==> src/rtl/cr_pkg.sv <==
package cr_pkg;

    typedef enum logic [3:0] {
        OP_CMP_S   = 4'd0,
        OP_CMP_U   = 4'd1,
        OP_CMP_SI  = 4'd2,
        OP_CMP_UI  = 4'd3,
        OP_B_AND   = 4'd4,
        OP_B_OR    = 4'd5,
        OP_B_NAND  = 4'd6,
        OP_B_XOR   = 4'd7,
        OP_B_NOR   = 4'd8,
        OP_B_EQV   = 4'd9,
        OP_B_ANDC  = 4'd10,
        OP_B_ORC   = 4'd11,
        OP_FCOPY   = 4'd12,
        OP_MMOVE   = 4'd13,
        OP_READ    = 4'd14,
        OP_RSVD    = 4'd15
    } cr_op_e;

    // positions inside a compare nibble
    localparam int NIB_LT = 3;
    localparam int NIB_GT = 2;
    localparam int NIB_EQ = 1;
    localparam int NIB_SO = 0;

    localparam int IMM_W = 16;

endpackage

==> src/rtl/cr_cmp_nibble.sv <==
module cr_cmp_nibble #(
    parameter int DATA_W = 32,
    parameter int IMM_W  = 16,
    parameter int FLD_W  = 4
) (
    input  logic [DATA_W-1:0] lhs,
    input  logic [DATA_W-1:0] rhs_raw,
    input  logic              is_signed,
    input  logic              use_imm,
    input  logic              so,
    output logic [FLD_W-1:0]  nib
);
    import cr_pkg::*;

    logic [DATA_W-1:0] rhs;
    logic              lt;
    logic              gt;

    always_comb begin
        if (use_imm) begin
            if (is_signed) begin
                rhs = {{(DATA_W-IMM_W){rhs_raw[IMM_W-1]}}, rhs_raw[IMM_W-1:0]};
            end else begin
                rhs = {{(DATA_W-IMM_W){1'b0}}, rhs_raw[IMM_W-1:0]};
            end
        end else begin
            rhs = rhs_raw;
        end
        if (is_signed) begin
            lt = $signed(lhs) < $signed(rhs);
            gt = $signed(lhs) > $signed(rhs);
        end else begin
            lt = lhs < rhs;
            gt = lhs > rhs;
        end
        nib         = '0;
        nib[NIB_LT] = lt;
        nib[NIB_GT] = gt;
        nib[NIB_EQ] = !lt && !gt;
        nib[NIB_SO] = so;
    end

endmodule

==> src/rtl/cr_bit_logic.sv <==
module cr_bit_logic #(
    parameter int CR_W  = 32,
    localparam int BIT_W = $clog2(CR_W)
) (
    input  logic [CR_W-1:0]  cr,
    input  logic [BIT_W-1:0] idx_a,
    input  logic [BIT_W-1:0] idx_b,
    input  logic [2:0]       fn,
    output logic             res
);
    logic [BIT_W-1:0] pos_a;
    logic [BIT_W-1:0] pos_b;
    logic             a;
    logic             b;

    always_comb begin
        pos_a = BIT_W'(CR_W - 1) - idx_a;
        pos_b = BIT_W'(CR_W - 1) - idx_b;
        a     = cr[pos_a];
        b     = cr[pos_b];
        unique case (fn)
            3'd0:    res = a & b;
            3'd1:    res = a | b;
            3'd2:    res = !(a & b);
            3'd3:    res = a ^ b;
            3'd4:    res = !(a | b);
            3'd5:    res = !(a ^ b);
            3'd6:    res = a & !b;
            default: res = a | !b;
        endcase
    end

endmodule

==> src/rtl/cr_nibble_mask.sv <==
module cr_nibble_mask #(
    parameter int N_FIELDS = 8,
    parameter int FLD_W    = 4,
    localparam int CR_W    = N_FIELDS * FLD_W
) (
    input  logic [N_FIELDS-1:0] sel,
    output logic [CR_W-1:0]     mask
);
    for (genvar i = 0; i < N_FIELDS; i++) begin : g_nib
        assign mask[FLD_W*i +: FLD_W] = {FLD_W{sel[i]}};
    end

endmodule

==> src/rtl/cr_update_unit.sv <==
module cr_update_unit #(
    parameter int N_FIELDS = 8,
    parameter int FLD_W    = 4,
    localparam int CR_W    = N_FIELDS * FLD_W,
    localparam int IDX_W   = $clog2(N_FIELDS),
    localparam int BIT_W   = $clog2(CR_W)
) (
    input  logic                clk,
    input  logic                rst,
    input  logic                op_valid,
    input  logic [3:0]          op_code,
    input  logic [CR_W-1:0]     opnd_a,
    input  logic [CR_W-1:0]     opnd_b,
    input  logic [IDX_W-1:0]    tgt_field,
    input  logic [IDX_W-1:0]    src_field,
    input  logic [BIT_W-1:0]    bit_a,
    input  logic [BIT_W-1:0]    bit_b,
    input  logic [BIT_W-1:0]    bit_t,
    input  logic [N_FIELDS-1:0] fld_mask,
    input  logic                so_in,
    output logic [CR_W-1:0]     cr_q,
    output logic [CR_W-1:0]     rd_data
);
    import cr_pkg::*;

    typedef struct packed {
        logic [CR_W-1:0] cr;
        logic [CR_W-1:0] rd;
    } cr_state_t;

    cr_state_t st_d;
    cr_state_t st_q;

    logic [FLD_W-1:0] cmp_nib;
    logic             cmp_signed;
    logic             cmp_imm;
    logic             bit_res;
    logic [CR_W-1:0]  move_mask;

    // field f lives at the high end for f == 0 (big-endian numbering)
    function automatic logic [BIT_W-1:0] field_lsb(input logic [IDX_W-1:0] f);
        return BIT_W'(FLD_W * (N_FIELDS - 1 - int'(f)));
    endfunction

    assign cmp_signed = (op_code == OP_CMP_S) || (op_code == OP_CMP_SI);
    assign cmp_imm    = (op_code == OP_CMP_SI) || (op_code == OP_CMP_UI);

    cr_cmp_nibble #(
        .DATA_W (CR_W),
        .IMM_W  (IMM_W),
        .FLD_W  (FLD_W)
    ) u_cmp (
        .lhs       (opnd_a),
        .rhs_raw   (opnd_b),
        .is_signed (cmp_signed),
        .use_imm   (cmp_imm),
        .so        (so_in),
        .nib       (cmp_nib)
    );

    cr_bit_logic #(
        .CR_W (CR_W)
    ) u_bit (
        .cr    (st_q.cr),
        .idx_a (bit_a),
        .idx_b (bit_b),
        .fn    (3'(op_code - 4'(OP_B_AND))),
        .res   (bit_res)
    );

    cr_nibble_mask #(
        .N_FIELDS (N_FIELDS),
        .FLD_W    (FLD_W)
    ) u_mask (
        .sel  (fld_mask),
        .mask (move_mask)
    );

    always_comb begin
        st_d = st_q;
        if (op_valid) begin
            unique case (op_code)
                OP_CMP_S, OP_CMP_U, OP_CMP_SI, OP_CMP_UI: begin
                    st_d.cr[field_lsb(tgt_field) +: FLD_W] = cmp_nib;
                end
                OP_B_AND, OP_B_OR, OP_B_NAND, OP_B_XOR,
                OP_B_NOR, OP_B_EQV, OP_B_ANDC, OP_B_ORC: begin
                    st_d.cr[BIT_W'(CR_W - 1) - bit_t] = bit_res;
                end
                OP_FCOPY: begin
                    st_d.cr[field_lsb(tgt_field) +: FLD_W] =
                        st_q.cr[field_lsb(src_field) +: FLD_W];
                end
                OP_MMOVE: begin
                    st_d.cr = (opnd_a & move_mask) | (st_q.cr & ~move_mask);
                end
                OP_READ: begin
                    st_d.rd = st_q.cr;
                end
                default: begin
                end
            endcase
        end
    end

    always_ff @(posedge clk) begin
        if (rst) begin
            st_q <= '0;
        end else begin
            st_q <= st_d;
        end
    end

    assign cr_q    = st_q.cr;
    assign rd_data = st_q.rd;

endmodule

==> config.mk <==
export PLATFORM = sky130hd
export DESIGN_NAME = cr_update_unit
export DESIGN_NICKNAME = d
export VERILOG_FILES = /design/src/rtl/cr_pkg.sv /design/src/rtl/cr_cmp_nibble.sv /design/src/rtl/cr_bit_logic.sv /design/src/rtl/cr_nibble_mask.sv /design/src/rtl/cr_update_unit.sv
export SDC_FILE = /design/constraint.sdc
export NUM_CORES = 1
export LEC_CHECK = 0
export ABC_CLOCK_PERIOD_IN_PS = 5730
export CAP_MARGIN = 20
export CELL_PAD_IN_SITES_DETAIL_PLACEMENT = 0
export CELL_PAD_IN_SITES_GLOBAL_PLACEMENT = 1
export CORE_UTILIZATION = 36
export CTS_CLUSTER_SIZE = 16
export DETAILED_ROUTE_END_ITERATION = 8
export PLACE_DENSITY = 0.92
export SYNTH_ARGS = -nofsm -noshare
export SYNTH_HDL_FRONTEND = slang
export SYNTH_SLANG_ARGS = --single-unit
==> constraint.sdc <==
create_clock -name clk -period 5.73 [get_ports clk]
set_input_delay 1.146 -clock clk [delete_from_list [all_inputs] [get_ports clk]]
set_output_delay 1.146 -clock clk [all_outputs]
set_load 0.01 [all_outputs]
==> qor.csv <==
stage;metric;value;unit
status;status;finished, final reports clean;
synth;sequential area share after synthesis;0.209;
min_path;type of the worst min-delay path;flop to flop;
power_and_ir_drop;pwr dens;200;mW/mm^2
synth;Yosys reg bits;64;
finish;most frequent cells in the layout;164 x clkdlybuf4s50_1, 104 x nand2_1, 101 x a21oi_1, 83 x o21ai_0, 64 x dfxtp_1;
synth;mapped cell area;0.00614;mm^2
die;core area;0.0166;mm^2
detailed_routing;vias per cell;6.26;
synth;Syn Inst Count;815;
global_route;All-Layer GR Usage;0.287;
worst_setup_path;CP arrival;5.06;ns
power_and_ir_drop;IR drop worst, VDD;147;uV
synth;Most used DFF post-synth;dfxtp_1;
detailed_routing;total wire length;25.4;mm
finish;layout cell share with drive strength beyond 1;0.0961;
power_and_ir_drop;combinational power share;0.309;
detailed_routing;total number of vias;7373;
timing;Worst Tran Pin Value;1.16;ns
synth;post-synthesis simple-gate area fraction;0.245;
finish;# diodes;0;
synth;Syn Nets;954;
worst_setup_path;CP bufs+invs;4;
timing;Fin Hold WS;0.453;ns
timing;max_slew headroom;0.208;
timing;period utilization;0.845;
placed_design;GPL Wtd Cong;0.929;
finish;fin cells;1177;
global_route;largest net degree at the start of global routing;45;
detailed_routing;Routed Antenna Nets;0;
power_and_ir_drop;sequential share of power;0.318;
synth;post-synth top area cell;dfxtp_1;
placed_design;port bufs;164;
clock_network;CTS clk-pin slew, worst paths;0.06;ns
clock_network;CTS tree;yes;
worst_setup_path;worst path required time;5.95;ns
timing;Slew Viols, Final;0;
power_and_ir_drop;Sw Ratio;0.340;
worst_setup_path;CP peak stage delay;0.76;ns
worst_setup_path;CP Launch Type;primary input;
global_route;initial antenna violation count;0;
die;Die Area;0.0176;mm^2
placed_design;Placed Cells;1160;
timing;post-layout min period;4.84;ns
detailed_routing;1st-iter DRT viols;831;
detailed_routing;drc violations;0;
worst_setup_path;CP Cell Sequence;clkdlybuf4s50_1, mux4_2, mux4_2, mux2i_1, inv_1, ha_1, or2_2, a21oi_1, o31a_1, buf_4, nor3b_2, buf_4, a221oi_1, o22ai_1;
global_route;vias in the first global route;6967;
synth;Async SR Flop Fraction;0;
die;num rows;47;
synth;mux contribution to synthesized area;0.120;
detailed_routing;First-pass DRT Iterations;6;
clock_network;clk sinks;64;
synth;post-synth top area share;0.209;
synth;Yosys warning total;0;
synth;largest cells by area after synthesis;dfxtp_1 21%, mux4_2 10%, a21oi_1 8.2%;
global_route;GR Overflow Total;0;
clock_network;Max clock buf depth;2;
die;Initial Util;0.369;
timing;unrepaired setup endpoints after global routing;false;
synth;Synth Area in XOR/XNOR;0.00143;
worst_setup_path;Critical Path Sink Type;flop;
global_route;first-pass GRT wire length;38.7;mm
synth;number of enable flip-flop cells after synthesis;0;
clock_network;clk root buf;clkbuf_16;
power_and_ir_drop;internal power;0.00110;W
die;I/O pin total;165;
placed_design;dpl hpwl;18.5;mm
worst_setup_path;CP delay by family, top;multiplexers;
clock_network;# resized after CTS;0;
timing;Final Hold Viols;0;
clock_network;# H-tree levels;3;
job;MaxCap Viol Count;0;
synth;Adder-Cell Fraction of Synth Area;0.0775;
clock_network;clk_lat worst skew;0.35;ns
timing;Clock Skew;0.0107;ns
synth;Synth Area in Compound Gates;0.291;
synth;syn_area_per_cell;7.53;um^2
power_and_ir_drop;Psw;0.000565;W
timing;fmax;207;MHz
finish;fill count;1609;
worst_setup_path;worst-path fanout max;8;
timing;Post-Route Setup TNS;0;ns
timing;final setup vio count;0;
power_and_ir_drop;power share of the clock group;0.373;
die;Die Wd;133;um
finish;Nets;1091;
clock_network;hold_buf cts;0;
synth;largest family of logic cells by synthesized area;compound AO/OA/AOI/OAI gates;
synth;post-synth cell types;69;
finish;P&R area growth vs syn;35.7;%
detailed_routing;Avg WL per Cell;21.6;um
clock_network;number of CTS-inserted buffers;9;
worst_setup_path;critical path class;primary input to flop;
worst_setup_path;slowest CP cell;clkdlybuf4s50_1;
power_and_ir_drop;Leakage;2.95;nW
clock_network;post-CTS setup buffers;0;
finish;commonest non-fill, non-tap cell in the layout;clkdlybuf4s50_1;
die;Die Ht;133;um
-- layout make-up --
class | instances | area [um^2] | area share
multi-input cells | 666 | 4530 | 0.543
repair buffers | 191 | 1840 | 0.221
well taps | 220 | 275 | 0.0330
flip-flops and latches | 64 | 1280 | 0.154
inverters | 20 | 75.1 | 0.00901
clock buffers | 9 | 225 | 0.0270
clock inverters | 7 | 103 | 0.0123
-- tightest hold or removal path: stages (launching register included) --
cell and delay (ns):
dfxtp_1 0.30, nand2_1 0.05, a21oi_1 0.05
-- power by group through the flow --
stage / Clock (W) / Combinational (W) / Sequential (W)
2_1_floorplan: 0 / 0.000288 / 0.000511
3_3_place_gp: 0 / 0.000495 / 0.000532
3_5_place_dp: 0 / 0.000501 / 0.000534
4_1_cts: 0.000619 / 0.000504 / 0.000524
5_1_grt: 0.000639 / 0.000554 / 0.000528
6_report: 0.000620 / 0.000514 / 0.000528
-- stage by stage --
step / setup slack (ns) / utilization / instance area (um^2) / total power [W]
floorplan: 1.26 / - / 6140 / 0.000799
global route: 0.617 / 0.501 / 8330 / 0.00172
finish: 0.889 / 0.501 / 8330 / 0.00166
global placement: 0.617 / 0.480 / 8000 / 0.00103
CTS: 0.898 / 0.500 / 8320 / 0.00165
detailed placement: 0.555 / 0.480 / 8000 / 0.00103
-- layer usage --
layer  vias to the layer above  track usage  share of wire  wire [um]
met2                       533        0.453           0.45      11400
met5                         -            0              0          0
li1                       3370            -              -          -
met4                         0        0.181          0.064       1640
met3                       119       0.0605           0.11       2790
met1                      3351        0.358           0.38       9560
-- worst paths after layout --
path,slack (ns),cells past startpoint,end,startpoint
max,0.89,14,flop,bit_a[0]
min,0.45,2,rd_data[14],rd_data[14]
max reg2reg,2.02,13,flop,flop
min reg2reg,0.45,2,rd_data[14],rd_data[14]
-- Yosys cell counts, types with 3 or more instances --
master,count
nand3b_1,3
o41ai_1,6
o21a_1,9
inv_1,20
nand3_1,49
nor3b_1,3
and2_1,17
and3_1,4
nor3b_2,4
buf_1,3
nor3_1,13
o21ai_0,84
o211ai_1,6
a21oi_1,101
mux2i_1,9
nand4_1,10
nor4b_1,4
o32ai_1,3
and3b_1,3
nor2_1,59
a41oi_1,4
clkbuf_1,48
o2111ai_1,10
nor4_1,3
nand2b_1,5
buf_2,10
nand2_1,104
nor2b_1,5
a221oi_1,21
dfxtp_1,64
o211a_1,4
o22ai_1,12
ha_1,38
a211oi_1,6
mux4_2,28
-- cell families after synthesis --
kind of cell | after synthesis
XOR/XNOR | 1
multiplexers | 38
flip-flops | 64
adder cells (fa/ha/maj) | 38
AND/OR/NAND/NOR | 301
AO/OA/AOI/OAI | 288
buffers and inverters | 85
(Power assumes the default switching activity.)
